File: config.mk
export PLATFORM = sky130hd
export DESIGN_NAME = uart_rx_status
export DESIGN_NICKNAME = d
export VERILOG_FILES = /design/src/rtl/urs_pkg.sv /design/src/rtl/urs_framer.sv /design/src/rtl/urs_store.sv /design/src/rtl/uart_rx_status.sv
export SDC_FILE = /design/constraint.sdc
export NUM_CORES = 1
export LEC_CHECK = 0
export BUFFER_PORTS_ARGS = -buffer_cell sky130_fd_sc_hd__buf_2
export CELL_PAD_IN_SITES_DETAIL_PLACEMENT = 1
export CELL_PAD_IN_SITES_GLOBAL_PLACEMENT = 1
export CORE_MARGIN = 8
export CORE_UTILIZATION = 40
export CTS_CLUSTER_SIZE = 30
export DETAILED_ROUTE_END_ITERATION = 10
export PLACE_DENSITY = 0.68
export SYNTH_ARGS = -nofsm -noshare
export SYNTH_HDL_FRONTEND = slang
export SYNTH_SLANG_ARGS = --single-unit
File: constraint.sdc
create_clock -name clk -period 6.8 [get_ports clk]
set_input_delay 1.36 -clock clk [delete_from_list [all_inputs] [get_ports clk]]
set_output_delay 1.36 -clock clk [all_outputs]
set_load 0.05 [all_outputs]
File: src/rtl/urs_pkg.sv
package urs_pkg;
   localparam int URS_DW = 8;

   typedef struct packed {
      logic brk;
      logic frm;
      logic par;
   } urs_tags_t;

   typedef struct packed {
      logic [URS_DW-1:0] data;
      urs_tags_t         tags;
   } urs_entry_t;

   typedef enum logic [2:0] {
      ST_IDLE, ST_START, ST_DATA, ST_PAR, ST_STOP, ST_STOP2, ST_HOLD
   } urs_state_e;
endpackage

File: src/rtl/urs_framer.sv
module urs_framer
   import urs_pkg::*;
#(
   parameter int OSR         = 16,
   parameter int SYNC_STAGES = 2
) (
   input  logic                clk,
   input  logic                rst_n,
   input  logic                tick,
   input  logic                rxd,
   input  logic [1:0]          wlen,
   input  logic                par_en,
   input  logic                par_even,
   input  logic                stop2,
   output logic                push,
   output logic [URS_DW-1:0]   push_data,
   output urs_tags_t           push_tags
);
   localparam int CW = $clog2(OSR);
   localparam logic [CW-1:0] MID  = CW'(OSR/2 - 1);
   localparam logic [CW-1:0] LAST = CW'(OSR - 1);

   initial assert (OSR >= 4 && OSR % 2 == 0) else $error("OSR must be even and at least 4");
   initial assert (SYNC_STAGES >= 0 && SYNC_STAGES <= 4) else $error("SYNC_STAGES out of range");

   logic rx_s;

   generate
      if (SYNC_STAGES == 0) begin : g_nosync
         assign rx_s = rxd;
      end else begin : g_sync
         logic [SYNC_STAGES-1:0] sr_q;
         always_ff @(posedge clk or negedge rst_n) begin
            if (!rst_n) sr_q <= '1;
            else        sr_q <= (sr_q << 1) | SYNC_STAGES'(rxd);
         end
         assign rx_s = sr_q[SYNC_STAGES-1];
      end
   endgenerate

   urs_state_e        state_q;
   logic [CW-1:0]     cnt_q;
   logic [2:0]        bit_q;
   logic [URS_DW-1:0] sh_q;
   logic              allz_q;
   logic              pbit_q;
   logic              push_q;
   urs_tags_t         tags_q;

   logic [2:0]    last_idx;
   logic          bit_end;
   logic [CW-1:0] nxt_cnt;
   logic          perr;

   assign last_idx = 3'(wlen) + 3'd4;
   assign bit_end  = (cnt_q == LAST);
   assign nxt_cnt  = bit_end ? '0 : cnt_q + 1'b1;
   assign perr     = par_en & (^sh_q ^ pbit_q ^ ~par_even);

   always_ff @(posedge clk or negedge rst_n) begin
      if (!rst_n) begin
         state_q <= ST_IDLE;
         cnt_q   <= '0;
         bit_q   <= '0;
         sh_q    <= '0;
         allz_q  <= 1'b0;
         pbit_q  <= 1'b0;
         push_q  <= 1'b0;
         tags_q  <= '0;
      end else begin
         push_q <= 1'b0;
         if (tick) begin
            case (state_q)
               ST_IDLE: begin
                  if (!rx_s) begin
                     state_q <= ST_START;
                     cnt_q   <= '0;
                  end
               end
               ST_START: begin
                  if (cnt_q == MID) begin
                     if (!rx_s) begin
                        state_q <= ST_DATA;
                        cnt_q   <= '0;
                        bit_q   <= '0;
                        sh_q    <= '0;
                        allz_q  <= 1'b1;
                        pbit_q  <= 1'b0;
                     end else begin
                        state_q <= ST_IDLE;
                     end
                  end else begin
                     cnt_q <= cnt_q + 1'b1;
                  end
               end
               ST_DATA: begin
                  cnt_q <= nxt_cnt;
                  if (bit_end) begin
                     sh_q[bit_q] <= rx_s;
                     allz_q      <= allz_q & ~rx_s;
                     if (bit_q == last_idx) state_q <= par_en ? ST_PAR : ST_STOP;
                     else                   bit_q   <= bit_q + 1'b1;
                  end
               end
               ST_PAR: begin
                  cnt_q <= nxt_cnt;
                  if (bit_end) begin
                     pbit_q  <= rx_s;
                     allz_q  <= allz_q & ~rx_s;
                     state_q <= ST_STOP;
                  end
               end
               ST_STOP: begin
                  cnt_q <= nxt_cnt;
                  if (bit_end) begin
                     if (rx_s) begin
                        push_q  <= 1'b1;
                        tags_q  <= '{brk: 1'b0, frm: 1'b0, par: perr};
                        state_q <= ST_IDLE;
                     end else if (allz_q) begin
                        if (stop2) begin
                           state_q <= ST_STOP2;
                        end else begin
                           push_q  <= 1'b1;
                           tags_q  <= '{brk: 1'b1, frm: 1'b0, par: 1'b0};
                           state_q <= ST_HOLD;
                        end
                     end else begin
                        push_q  <= 1'b1;
                        tags_q  <= '{brk: 1'b0, frm: 1'b1, par: perr};
                        state_q <= ST_START;
                        cnt_q   <= MID;
                     end
                  end
               end
               ST_STOP2: begin
                  cnt_q <= nxt_cnt;
                  if (bit_end) begin
                     push_q <= 1'b1;
                     if (!rx_s) begin
                        tags_q  <= '{brk: 1'b1, frm: 1'b0, par: 1'b0};
                        state_q <= ST_HOLD;
                     end else begin
                        tags_q  <= '{brk: 1'b0, frm: 1'b1, par: perr};
                        state_q <= ST_IDLE;
                     end
                  end
               end
               ST_HOLD: begin
                  if (rx_s) state_q <= ST_IDLE;
               end
               default: state_q <= ST_IDLE;
            endcase
         end
      end
   end

   assign push      = push_q;
   assign push_data = sh_q;
   assign push_tags = tags_q;


   brk_zero_chk: assert property (@(posedge clk) disable iff (!rst_n)
      push && push_tags.brk |-> (push_data == '0) && !push_tags.frm);


   false_start_chk: assert property (@(posedge clk) disable iff (!rst_n)
      tick && state_q == ST_START && cnt_q == MID && rx_s |=> state_q == ST_IDLE && !push);
endmodule

File: src/rtl/urs_store.sv
module urs_store
   import urs_pkg::*;
#(
   parameter int DEPTH = 16
) (
   input  logic        clk,
   input  logic        rst_n,
   input  logic        fifo_en,
   input  logic        push,
   input  urs_entry_t  push_entry,
   input  logic        pop_req,
   output urs_entry_t  head,
   output logic        not_empty,
   output logic        ovr,
   output logic        head_new
);
   localparam int AW = $clog2(DEPTH);
   localparam int CW = AW + 1;
   localparam logic [CW-1:0] FULL = CW'(DEPTH);

   initial assert (DEPTH >= 2) else $error("DEPTH must be at least 2");

   urs_entry_t    mem_q [DEPTH];
   logic [AW-1:0] wr_ptr_q, rd_ptr_q;
   logic [CW-1:0] count_q;
   logic          fifo_en_q;
   logic          head_new_q;

   logic          flush, cap_full, do_pop, accept, overwrite;
   logic [AW-1:0] wr_idx;

   function automatic logic [AW-1:0] ptr_inc(input logic [AW-1:0] p);
      return (p == AW'(DEPTH - 1)) ? '0 : p + 1'b1;
   endfunction

   assign flush     = (fifo_en != fifo_en_q);
   assign cap_full  = fifo_en ? (count_q == FULL) : (count_q != '0);
   assign do_pop    = pop_req && (count_q != '0) && !flush;
   assign accept    = push && (!cap_full || do_pop) && !flush;
   assign overwrite = push && cap_full && !do_pop && !fifo_en && !flush;
   assign ovr       = push && cap_full && !do_pop && !flush;
   assign wr_idx    = overwrite ? rd_ptr_q : wr_ptr_q;

   always_ff @(posedge clk) begin
      if (accept || overwrite) mem_q[wr_idx] <= push_entry;
   end

   always_ff @(posedge clk or negedge rst_n) begin
      if (!rst_n) begin
         wr_ptr_q   <= '0;
         rd_ptr_q   <= '0;
         count_q    <= '0;
         fifo_en_q  <= 1'b0;
         head_new_q <= 1'b0;
      end else begin
         fifo_en_q <= fifo_en;
         if (flush) begin
            wr_ptr_q   <= '0;
            rd_ptr_q   <= '0;
            count_q    <= '0;
            head_new_q <= 1'b0;
         end else begin
            if (accept) wr_ptr_q <= ptr_inc(wr_ptr_q);
            if (do_pop) rd_ptr_q <= ptr_inc(rd_ptr_q);
            count_q    <= count_q + CW'(accept) - CW'(do_pop);
            head_new_q <= overwrite
                        || (do_pop && count_q > CW'(1))
                        || (accept && (count_q == '0 || (do_pop && count_q == CW'(1))));
         end
      end
   end

   assign head      = mem_q[rd_ptr_q];
   assign not_empty = (count_q != '0);
   assign head_new  = head_new_q;


   depth_bound_chk: assert property (@(posedge clk) disable iff (!rst_n)
      count_q <= FULL);


   full_drop_chk: assert property (@(posedge clk) disable iff (!rst_n)
      fifo_en && fifo_en_q && push && count_q == FULL && !pop_req |=> count_q == FULL);


   hold_replace_chk: assert property (@(posedge clk) disable iff (!rst_n)
      !fifo_en && !fifo_en_q && push && count_q == CW'(1) && !pop_req
      |=> count_q == CW'(1) && head == $past(push_entry));
endmodule

File: src/rtl/uart_rx_status.sv
module uart_rx_status
   import urs_pkg::*;
#(
   parameter int OSR         = 16,
   parameter int DEPTH       = 16,
   parameter int SYNC_STAGES = 2
) (
   input  logic       clk,
   input  logic       rst_n,
   input  logic       rxd,
   input  logic       os_tick,
   input  logic [1:0] cfg_wlen,
   input  logic       cfg_par_en,
   input  logic       cfg_par_even,
   input  logic       cfg_stop2,
   input  logic       fifo_en,
   input  logic       rd_data,
   input  logic       rd_status,
   input  logic       err_irq_en,
   output logic [7:0] rx_byte,
   output logic       data_ready,
   output logic       flag_overrun,
   output logic       flag_parity,
   output logic       flag_framing,
   output logic       flag_break,
   output logic       err_irq
);
   logic              f_push;
   logic [URS_DW-1:0] f_data;
   urs_tags_t         f_tags;
   urs_entry_t        f_entry;
   urs_entry_t        head;
   logic              s_ne, s_ovr, s_head_new;

   urs_framer #(.OSR(OSR), .SYNC_STAGES(SYNC_STAGES)) u_framer (
      .clk       (clk),
      .rst_n     (rst_n),
      .tick      (os_tick),
      .rxd       (rxd),
      .wlen      (cfg_wlen),
      .par_en    (cfg_par_en),
      .par_even  (cfg_par_even),
      .stop2     (cfg_stop2),
      .push      (f_push),
      .push_data (f_data),
      .push_tags (f_tags)
   );

   assign f_entry = '{data: f_data, tags: f_tags};

   urs_store #(.DEPTH(DEPTH)) u_store (
      .clk        (clk),
      .rst_n      (rst_n),
      .fifo_en    (fifo_en),
      .push       (f_push),
      .push_entry (f_entry),
      .pop_req    (rd_data),
      .head       (head),
      .not_empty  (s_ne),
      .ovr        (s_ovr),
      .head_new   (s_head_new)
   );

   logic oe_q, pe_q, fe_q, bi_q;

   always_ff @(posedge clk or negedge rst_n) begin
      if (!rst_n) begin
         oe_q <= 1'b0;
         pe_q <= 1'b0;
         fe_q <= 1'b0;
         bi_q <= 1'b0;
      end else begin
         oe_q <= s_ovr | (oe_q & ~rd_status);
         pe_q <= (s_head_new & head.tags.par) | (pe_q & ~rd_status);
         fe_q <= (s_head_new & head.tags.frm) | (fe_q & ~rd_status);
         bi_q <= (s_head_new & head.tags.brk) | (bi_q & ~rd_status);
      end
   end

   assign rx_byte      = head.data;
   assign data_ready   = s_ne;
   assign flag_overrun = oe_q;
   assign flag_parity  = pe_q;
   assign flag_framing = fe_q;
   assign flag_break   = bi_q;
   assign err_irq      = err_irq_en & (oe_q | pe_q | fe_q | bi_q);


   ovr_clear_chk: assert property (@(posedge clk) disable iff (!rst_n)
      rd_status && !s_ovr |=> !flag_overrun);


   tag_clear_chk: assert property (@(posedge clk) disable iff (!rst_n)
      rd_status && !s_head_new |=> !flag_parity && !flag_framing && !flag_break);


   tag_at_head_chk: assert property (@(posedge clk) disable iff (!rst_n)
      !s_head_new && !flag_parity |=> !flag_parity);
endmodule

==> results.toml, run 1 <==
[clocking]
cts_hold_buf = 0
ctsResizeCount = 0
worst_skew_pair.late_latency_ns = 0.52
cts_tree = "done"
cts_root_buf = "clkbuf_16"
cts_buffer_depth = 3
post_cts_buffers = 0
clkSinkCount = 221
clkSlewWorstSetupHoldPaths_ns = 0.06
cts_made_buffers = 24
h-tree-depth = 1

[synthesis]
syn_avg_cell_area_um2 = 14.6
ys_ff_latch = 221
syn-num-nets = 683
netlist_area_um2 = 9600
synth_edf_count = 176
synthCells = 657
synthFlopType = "edfxtp_1"
ys_warn_count = 0
synth_seq_area_share = 0.668
async_flop_share = 0.204
ys_types = 62

[timing]
tns_ns = 0
fin_crit_ns = 4.61
slew_headroom = 0.142
setup_slack_ns = 2.19
fmax_ghz = 0.217
finClkSkew_ns = 0.0205
final.period_utilization = 0.678
rsz0062_at_grt = "false"
hold_violations = 0
finalSetupViolations = 0
worst_pin_slew_ns = 1.28
slew_violations = 0

[global_route]
antenna_found_initial = 0
grt.overflow.total = 0
grt_pass1_vias = 6145
grt_max_degree = 46
grt_use_total = 0.155
grt_pass1_wl_um = 35400

[worst_setup_path]
r2r-end = "u_store.count_q[4]"
cp_max_fo = 35
rr_startpoint = "u_store.count_q[2]"
cp-end-kind = "output port"
timing_worst_setup_path_type = "flop to output port"
cp_data_required_time_ns = 5.44
crit_arrival_ns = 3.25
reg2regPathDepth = 16
r2r_slack_ns = 3.11
startpoint_type = "flop"

[floorplanning]
initial_core_util = 0.408
die-height_um = 171
core_area_um2 = 23500
die_area_um2 = 29200
fp-row-count = 56
die_w_um = 171
pin_count = 27

[flow_run]
drv_cap = 0

[route]
firstDrtPassIters = 4
wirelength_um = 22200
first_iter_violations = 391
wire_per_inst_um = 21.8
route.detailed.drc = 0
vias = 5645
via_per_inst = 5.55
ant_nets = 0

[finish]
n_antenna_cell = 0
fill_cells = 2388
nets = 706
syn_to_final_growth_pct = 12.9
drive_gt1_frac = 0.156

[worst_hold_path]
min_path_type = "flop to flop"
holdPathEnd = "u_framer.g_sync.sr_q[1]"
worstHoldPathCells = 0
min_from = "u_framer.g_sync.sr_q[0]"

[power_and_ir_drop]
combinationalPowerShare = 0.182
power.switching_uw = 1050
intPower_uw = 2580
ir_worst_vdd_mv = 0.202
switching_share = 0.290
pwr-share-seq = 0.455
leakage_uw = 0.00370
power.density_nw_per_um2 = 335
clkPwrFrac = 0.363

[place]
dp_slack_ns = 2.49
dpl.hpwl_um = 14400
gp_congestion = 0.816
port_buffers = 26

[run_status]
run_status = "finished, final reports clean"
routing by layer:
layer,wire (um),global-route usage
met4,446,0.0397
met2,11000,0.268
met1,9810,0.203
met5,0,0
met3,900,0.0207
cells by family after synthesis:
family | count (synthesis) | share of synthesized area
xor gates and xnor gates | 15 | 0.0137
adders and majority gates | 13 | 0.0177
AOI/OAI and AO/OA | 130 | 0.0910
buffers and inverters | 61 | 0.0258
and+or+nand+nor | 148 | 0.0751
muxes | 69 | 0.109
DFF | 221 | 0.668
power groups by stage:
stage	Combinational [uW]	Sequential, uW	Clock, uW
floorplan	592	1600	0
global route	734	1670	1390
CTS	671	1660	1350
detailed placement	668	1680	0
finish	661	1660	1320
global placement	638	1670	0
registers in the layout, indices dropped and copies added, names as in the netlist:
register,flops
u_store.mem_q,176
u_framer.push_data,8
u_store.count_q,5
u_framer.cnt_q,4
u_store.rd_ptr_q,4
u_store.wr_ptr_q,4
u_framer.bit_q,3
u_framer.push_tags,3
u_framer.state_q,3
u_framer.g_sync.sr_q,2
flag_break,1
flag_framing,1
flag_overrun,1
flag_parity,1
u_framer.allz_q,1
u_framer.pbit_q,1
u_framer.push,1
u_store.fifo_en_q,1
u_store.head_new,1
cell type report:
cell class / count / area, um2 / share of cell area
timing repair buffer: 32 / 175 / 0.0162
clock buffer: 26 / 608 / 0.0561
inverter: 26 / 97.6 / 0.00900
tap: 319 / 399 / 0.0368
clock inverter: 18 / 200 / 0.0185
multi-input combinational: 375 / 2950 / 0.272
sequential: 221 / 6420 / 0.592
cell usage in the layout, fill, tap and decap left out, drive strengths merged, types with 9 or more instances in the layout:
cell    Yosys  layout
o21ai      40      40
dfrtp      43      43
xnor2      13      13
nor2       49      49
mux4       28      28
nand3       9       9
ha         12      12
clkbuf     26      26
nand2      41      41
clkinv      0      12
a31oi      10      10
a221oi     18      18
edfxtp    176     176
mux2i      38      38
a21oi      20      20
inv        26      26
buf         9      32
cells in the mapped netlist, types with 9 or more instances:
| library cell | n | share of area |
|---|---|---|
| nor2_1 | 49 | 0.019 |
| dfrtp_1 | 43 | 0.11 |
| a221oi_1 | 18 | 0.016 |
| inv_1 | 26 | 0.010 |
| nand2_1 | 41 | 0.016 |
| edfxtp_1 | 176 | 0.55 |
| a31oi_1 | 10 | 0.0065 |
| a21oi_1 | 20 | 0.010 |
| mux2i_1 | 38 | 0.040 |
| o21ai_0 | 38 | 0.020 |
| nand3_1 | 9 | 0.0047 |
| xnor2_1 | 13 | 0.012 |
| ha_1 | 12 | 0.016 |
| clkbuf_1 | 26 | 0.010 |
| mux4_2 | 28 | 0.066 |
critical path: stages, from the launching register on:
cell      delay (ns)
dfrtp_4         0.83
buf_4           0.63
mux2i_1         0.17
a221oi_1        0.59
o21ai_0         0.17
nand2_1         0.09
buf_2           0.26
worst max path at each step:
stage,cells past startpoint,to,slack [ns],from
after global placement,13,u_store.count_q[4],2.66,fifo_en
final,6,rx_byte[2],2.19,u_store.rd_ptr_q[0]
after global routing,6,rx_byte[4],1.97,u_store.rd_ptr_q[0]
after floorplan,13,u_store.count_q[4],3.30,fifo_en
after CTS,6,rx_byte[2],2.12,u_store.rd_ptr_q[0]
after detailed placement,13,u_store.count_q[4],2.49,fifo_en
per-stage QoR:
| step | cell area (um2) | hold WS (ns) | cells | utilization | power, uW |
|---|---|---|---|---|---|
| 5_1_grt | 10800 | 0.357 | 1017 | 0.461 | 3800 |
| 3_5_place_dp | 10000 | 0.349 | 973 | 0.426 | 2350 |
| 4_1_cts | 10800 | 0.358 | 1017 | 0.460 | 3680 |
| 3_3_place_gp | 10000 | 0.347 | 973 | 0.426 | 2310 |
| 2_1_floorplan | 9600 | 0.345 | 657 | - | 2190 |
| 6_report | 10800 | 0.356 | 1017 | 0.461 | 3640 |
Note: power is estimated with default switching activity, not from simulation.
==> run 2: changes to the inputs <==
==> constraint.sdc (replaced) <==
create_clock -name clk -period 4.75 [get_ports clk]
set_input_delay 0.95 -clock clk [delete_from_list [all_inputs] [get_ports clk]]
set_output_delay 0.95 -clock clk [all_outputs]
set_load 0.05 [all_outputs]
==> run 2 against run 1 <==
- global-route usage is 1.0 points higher
- sequential cell count is the same
- highest routed layer unchanged
- hold slack about the same
- clock power grew 54%
- final cell count up 0.29%
- clock-buffer cell count grew 2
- sequential power grew 42%
- clock skew fell by 0.0023 ns
- non-clock buffer count grew 3
- routed wire length rose by 7.0%
==> results.toml, run 2 (synthesized netlist as in run 1, its figures left out) <==
[power_and_ir_drop]
ir_worst_vdd_mv = 0.317
power.density_nw_per_um2 = 491
total_power_uw = 5360
leakage_uw = 0.00375

[clocking]
h-tree-depth = 1
clkSinkCount = 221
cts_made_buffers = 24
cts_buffer_depth = 3
cts_hold_buf = 0
post_cts_buffers = 0
clkSlewWorstSetupHoldPaths_ns = 0.06
cts_root_buf = "clkbuf_16"
worst_skew_pair.late_latency_ns = 0.52
cts_tree = "done"
ctsResizeCount = 0

[finish]
final_core_util = 0.464
stdcell_count = 1020
top_register = "u_store.mem_q"
final_common_cell = "edfxtp_1"
n_antenna_cell = 0
mostFrequentLayoutCells = "176 x edfxtp_1, 49 x nor2_1, 42 x dfrtp_1"
largest_reg_flops = 176
drive_gt1_frac = 0.163
nets = 709
syn_to_final_growth_pct = 13.7

[worst_setup_path]
r2r-end = "u_store.mem_q[7][6]"
cp_max_fo = 16
timing_worst_setup_path_type = "flop to output port"
reg2regPathDepth = 6
worstPathCellList = "nor2b_1 -> a221oi_1 -> a22oi_1 -> nand2_1 -> buf_2"
slowest_stage = "nor2b_1"
cp_slowest_stage_delay_ns = 1.02
cp_data_required_time_ns = 3.80
crit_start = "u_store.rd_ptr_q[1]"
startpoint_type = "flop"
crit_arrival_ns = 3.14
cp-end-kind = "output port"
crit_end = "rx_byte[7]"
r2r_slack_ns = 1.22
rr_startpoint = "u_store.count_q[2]"

[route]
wire_per_inst_um = 23.3
wirelength_um = 23700
first_iter_violations = 442
vias = 5762
firstDrtPassIters = 5
via_per_inst = 5.65
ant_nets = 0
route.detailed.drc = 0

[timing]
tns_ns = 0
hold_violations = 0
finalSetupViolations = 0
worst_pin_slew_ns = 1.26
holdWs_ns = 0.356
rsz0062_at_grt = "false"
slew_headroom = 0.158
final.period_utilization = 0.861
fmax_ghz = 0.244
slew_violations = 0
finClkSkew_ns = 0.0182
fin_crit_ns = 4.09

[global_route]
grt_pass1_wl_um = 36900
grt_pass1_vias = 6149
antenna_found_initial = 0
grt_max_degree = 46
grt_use_total = 0.165
grt.overflow.total = 0

[floorplanning]
die_area_um2 = 29200
die-height_um = 171
initial_core_util = 0.408
fp-row-count = 56
die_w_um = 171
core_area_um2 = 23500
pin_count = 27

[place]
gp_congestion = 0.806
dp.cells = 976
dpl.hpwl_um = 15800
port_buffers = 26

[run_status]
run_status = "finished, final reports clean"

[worst_hold_path]
worstHoldPathCells = 0
min_path_type = "flop to flop"

[flow_run]
drv_cap = 0
==> run 2: critical path: cells and delay by family, from the launching register on <==
family | cells | cell delay [ns]
buffers and inverters | 1 | 0.23
and+or+nand+nor | 2 | 1.14
DFF | 1 | 0.54
AOI/OAI and AO/OA | 2 | 0.71
==> run 2: stage by stage <==
stage,area [um2],setup slack [ns]
detailed placement,10100,1.13
floorplan,9600,1.41
global route,10900,0.505
CTS,10900,0.597
global placement,10100,1.36
finish,10900,0.659
==> run 2: area by class of cell <==
cell class | count | area, um2
multi-input cells | 375 | 2940
fillers | 2377 | 12600
clock inverters | 16 | 211
flip-flops and latches | 221 | 6420
clock buffers | 28 | 657
repair buffers | 35 | 198
well taps | 319 | 399
inverters | 26 | 97.6
==> run 2: worst min-delay path by stage <==
| stage | endpoint | startpoint | slack (ns) |
|---|---|---|---|
| final | u_framer.g_sync.sr_q[1] | u_framer.g_sync.sr_q[0] | 0.36 |
| after CTS | u_framer.g_sync.sr_q[1] | u_framer.g_sync.sr_q[0] | 0.36 |
| after floorplan | u_framer.g_sync.sr_q[1] | u_framer.g_sync.sr_q[0] | 0.35 |
| after detailed placement | u_framer.g_sync.sr_q[1] | u_framer.g_sync.sr_q[0] | 0.35 |
| after global placement | u_framer.g_sync.sr_q[1] | u_framer.g_sync.sr_q[0] | 0.35 |
| after global routing | u_framer.g_sync.sr_q[1] | u_framer.g_sync.sr_q[0] | 0.37 |
==> run 2: where the power goes <==
| group | total (uW) | internal, uW | switching, uW |
|---|---|---|---|
| registers | 2360 | 2160 | 198 |
| logic | 974 | 396 | 577 |
| clock network | 2030 | 1260 | 767 |
==> run 2: layer usage <==
| metal | vias up | part of all wire | wire length [um] | GRT usage |
|---|---|---|---|---|
| li1 | 2587 | - | - | - |
| met1 | 2985 | 0.44 | 10400 | 0.217 |
| met5 | - | 0 | 0 | 0 |
| met2 | 147 | 0.49 | 11700 | 0.278 |
| met3 | 43 | 0.044 | 1050 | 0.0258 |
| met4 | 0 | 0.025 | 604 | 0.0544 |
==> run 3: changes to the inputs <==
--- a/config.mk
+++ b/config.mk
@@ -13,6 +13,7 @@
 export CTS_CLUSTER_SIZE = 30
 export DETAILED_ROUTE_END_ITERATION = 10
 export PLACE_DENSITY = 0.68
+export REMOVE_ABC_BUFFERS = 1
 export SYNTH_ARGS = -nofsm -noshare
 export SYNTH_HDL_FRONTEND = slang
 export SYNTH_SLANG_ARGS = --single-unit
==> run 3 against run 2 <==
- sequential power barely moved
- register-to-register slack got worse by 0.09 ns
- largest cell class unchanged
- non-clock buffer count rose by 4
- global-route usage fell by 0.35 points
- hold slack improved by 0.00089 ns
==> results.toml, run 3 (synthesized netlist as in run 1, its figures left out) <==
[route]
firstDrtPassIters = 5
vias = 5698
first_iter_violations = 358
via_per_inst = 5.55
ant_nets = 0
wirelength_um = 23100
wire_per_inst_um = 22.5
route.detailed.drc = 0

[timing]
slew_headroom = 0.301
fmax_ghz = 0.261
worst_pin_slew_ns = 1.04
finClkSkew_ns = 0.0205
slew_violations = 0
holdWs_ns = 0.356
final.period_utilization = 0.806
tns_ns = 0
fin_crit_ns = 3.83
rsz0062_at_grt = "false"
finalSetupViolations = 0
hold_violations = 0

[floorplanning]
initial_core_util = 0.408
pin_count = 27
core_area_um2 = 23500
fp-row-count = 56
die_w_um = 171
die_area_um2 = 29200
die-height_um = 171

[global_route]
grt_pass1_vias = 6275
use_met3 = 0.0228
grtUsageMet1 = 0.205
grt_pass1_wl_um = 36400
use_met2 = 0.283
grt_use_total = 0.162
antenna_found_initial = 0
grt_max_degree = 46
top_usage_layer = "met2"
grt.overflow.total = 0

[power_and_ir_drop]
pwr-share-seq = 0.454
switching_share = 0.292
leakage_uw = 0.00374
clkPwrFrac = 0.360
combinationalPowerShare = 0.186
ir_worst_vdd_mv = 0.382
total_power_uw = 5220
intPower_uw = 3690
power.switching_uw = 1520
power.density_nw_per_um2 = 479

[worst_setup_path]
cp-end-kind = "output port"
crit_arrival_ns = 2.88
timing_worst_setup_path_type = "flop to output port"
cp_data_required_time_ns = 3.80
cp_max_fo = 37
startpoint_type = "flop"

[clocking]
cts_tree = "done"
cts_buffer_depth = 3
ctsResizeCount = 0
clkSinkCount = 221
post_cts_buffers = 0
worst_skew_pair.late_latency_ns = 0.52
cts_root_buf = "clkbuf_16"
cts_made_buffers = 25
cts_hold_buf = 0
clkSlewWorstSetupHoldPaths_ns = 0.06
h-tree-depth = 1

[finish]
top_register = "u_store.mem_q"
fill_cells = 2379
syn_to_final_growth_pct = 13.5
n_antenna_cell = 0
mostFrequentLayoutCells = "176 x edfxtp_1, 49 x nor2_1, 42 x dfrtp_1"
drive_gt1_frac = 0.158
nets = 714
multiInputGateArea_um2 = 2940
final_common_cell = "edfxtp_1"
largest_reg_flops = 176
seqCellArea_um2 = 6420

[flow_run]
drv_cap = 0

[worst_hold_path]
min_path_type = "flop to flop"

[run_status]
run_status = "finished, final reports clean"

[place]
dpl.hpwl_um = 15200
port_buffers = 26
gp_congestion = 0.843
## run 3: cell count changes in the layout (fill, tap and decap cells not counted)
| cell | previous run | this run |
|---|---|---|
| buf_4 | 9 | 12 |
| clkbuf_8 | 2 | 3 |
| clkinvlp_4 | 2 | 0 |
| clkinv_1 | 2 | 4 |
| clkbuf_1 | 1 | 7 |
| bufinv_16 | 5 | 2 |
| buf_12 | 0 | 1 |
| clkinv_2 | 6 | 2 |
| inv_6 | 0 | 2 |
## run 3: final cells by class
type | count | area share
Multi-Input combinational cell | 375 | 0.270
Inverter | 26 | 0.00895
Tap cell | 319 | 0.0366
Clock buffer | 35 | 0.0636
Timing Repair Buffer | 39 | 0.0220
Sequential cell | 221 | 0.589
Clock inverter | 11 | 0.0102
## run 3: worst paths after layout
kind	cells after the start	slack (ns)	to	startpoint
worst max-delay path	5	0.92	rx_byte[6]	u_store.rd_ptr_q[0]
worst min register to register	0	0.36	u_framer.g_sync.sr_q[1]	u_framer.g_sync.sr_q[0]
worst max register to register	7	1.13	u_store.mem_q[9][9]	u_store.count_q[2]
min in group asynchronous	2	0.53	u_store.fifo_en_q	rst_n
max in group asynchronous	2	3.77	u_store.rd_ptr_q[0]	rst_n
worst min-delay path	0	0.36	u_framer.g_sync.sr_q[1]	u_framer.g_sync.sr_q[0]
## run 3: metal layers
layer	share of wire	vias to the layer above
li1	-	2593
met1	0.42	2957
met2	0.51	111
met3	0.043	37
met4	0.021	0
met5	0	-
## run 3: power groups by stage
stage               clock [uW]  sequential (uW)  combinational [uW]
floorplan                    0             2420                 675
global placement             0             2400                 935
detailed placement           0             2410                 981
CTS                       1920             2370                 989
global route              1980             2390                1070
finish                    1880             2370                 973
## run 3: worst max-delay path, stage by stage (launching register included)
cell and delay (ns):
dfrtp_4 0.86, buf_12 0.33, mux4_2 0.59, a22oi_1 0.19, nand2_1 0.11, buf_2 0.23
## run 3: through the flow
| stage | utilization | setup slack, ns | cells | area, um2 |
|---|---|---|---|---|
| 6_report | 0.463 | 0.920 | 1026 | 10900 |
| 5_1_grt | 0.463 | 0.750 | 1026 | 10900 |
| 4_1_cts | 0.463 | 0.869 | 1026 | 10900 |
| 3_5_place_dp | 0.429 | 0.869 | 980 | 10100 |
| 3_3_place_gp | 0.429 | 1.08 | 980 | 10100 |
| 2_1_floorplan | - | 0.335 | 622 | 9450 |
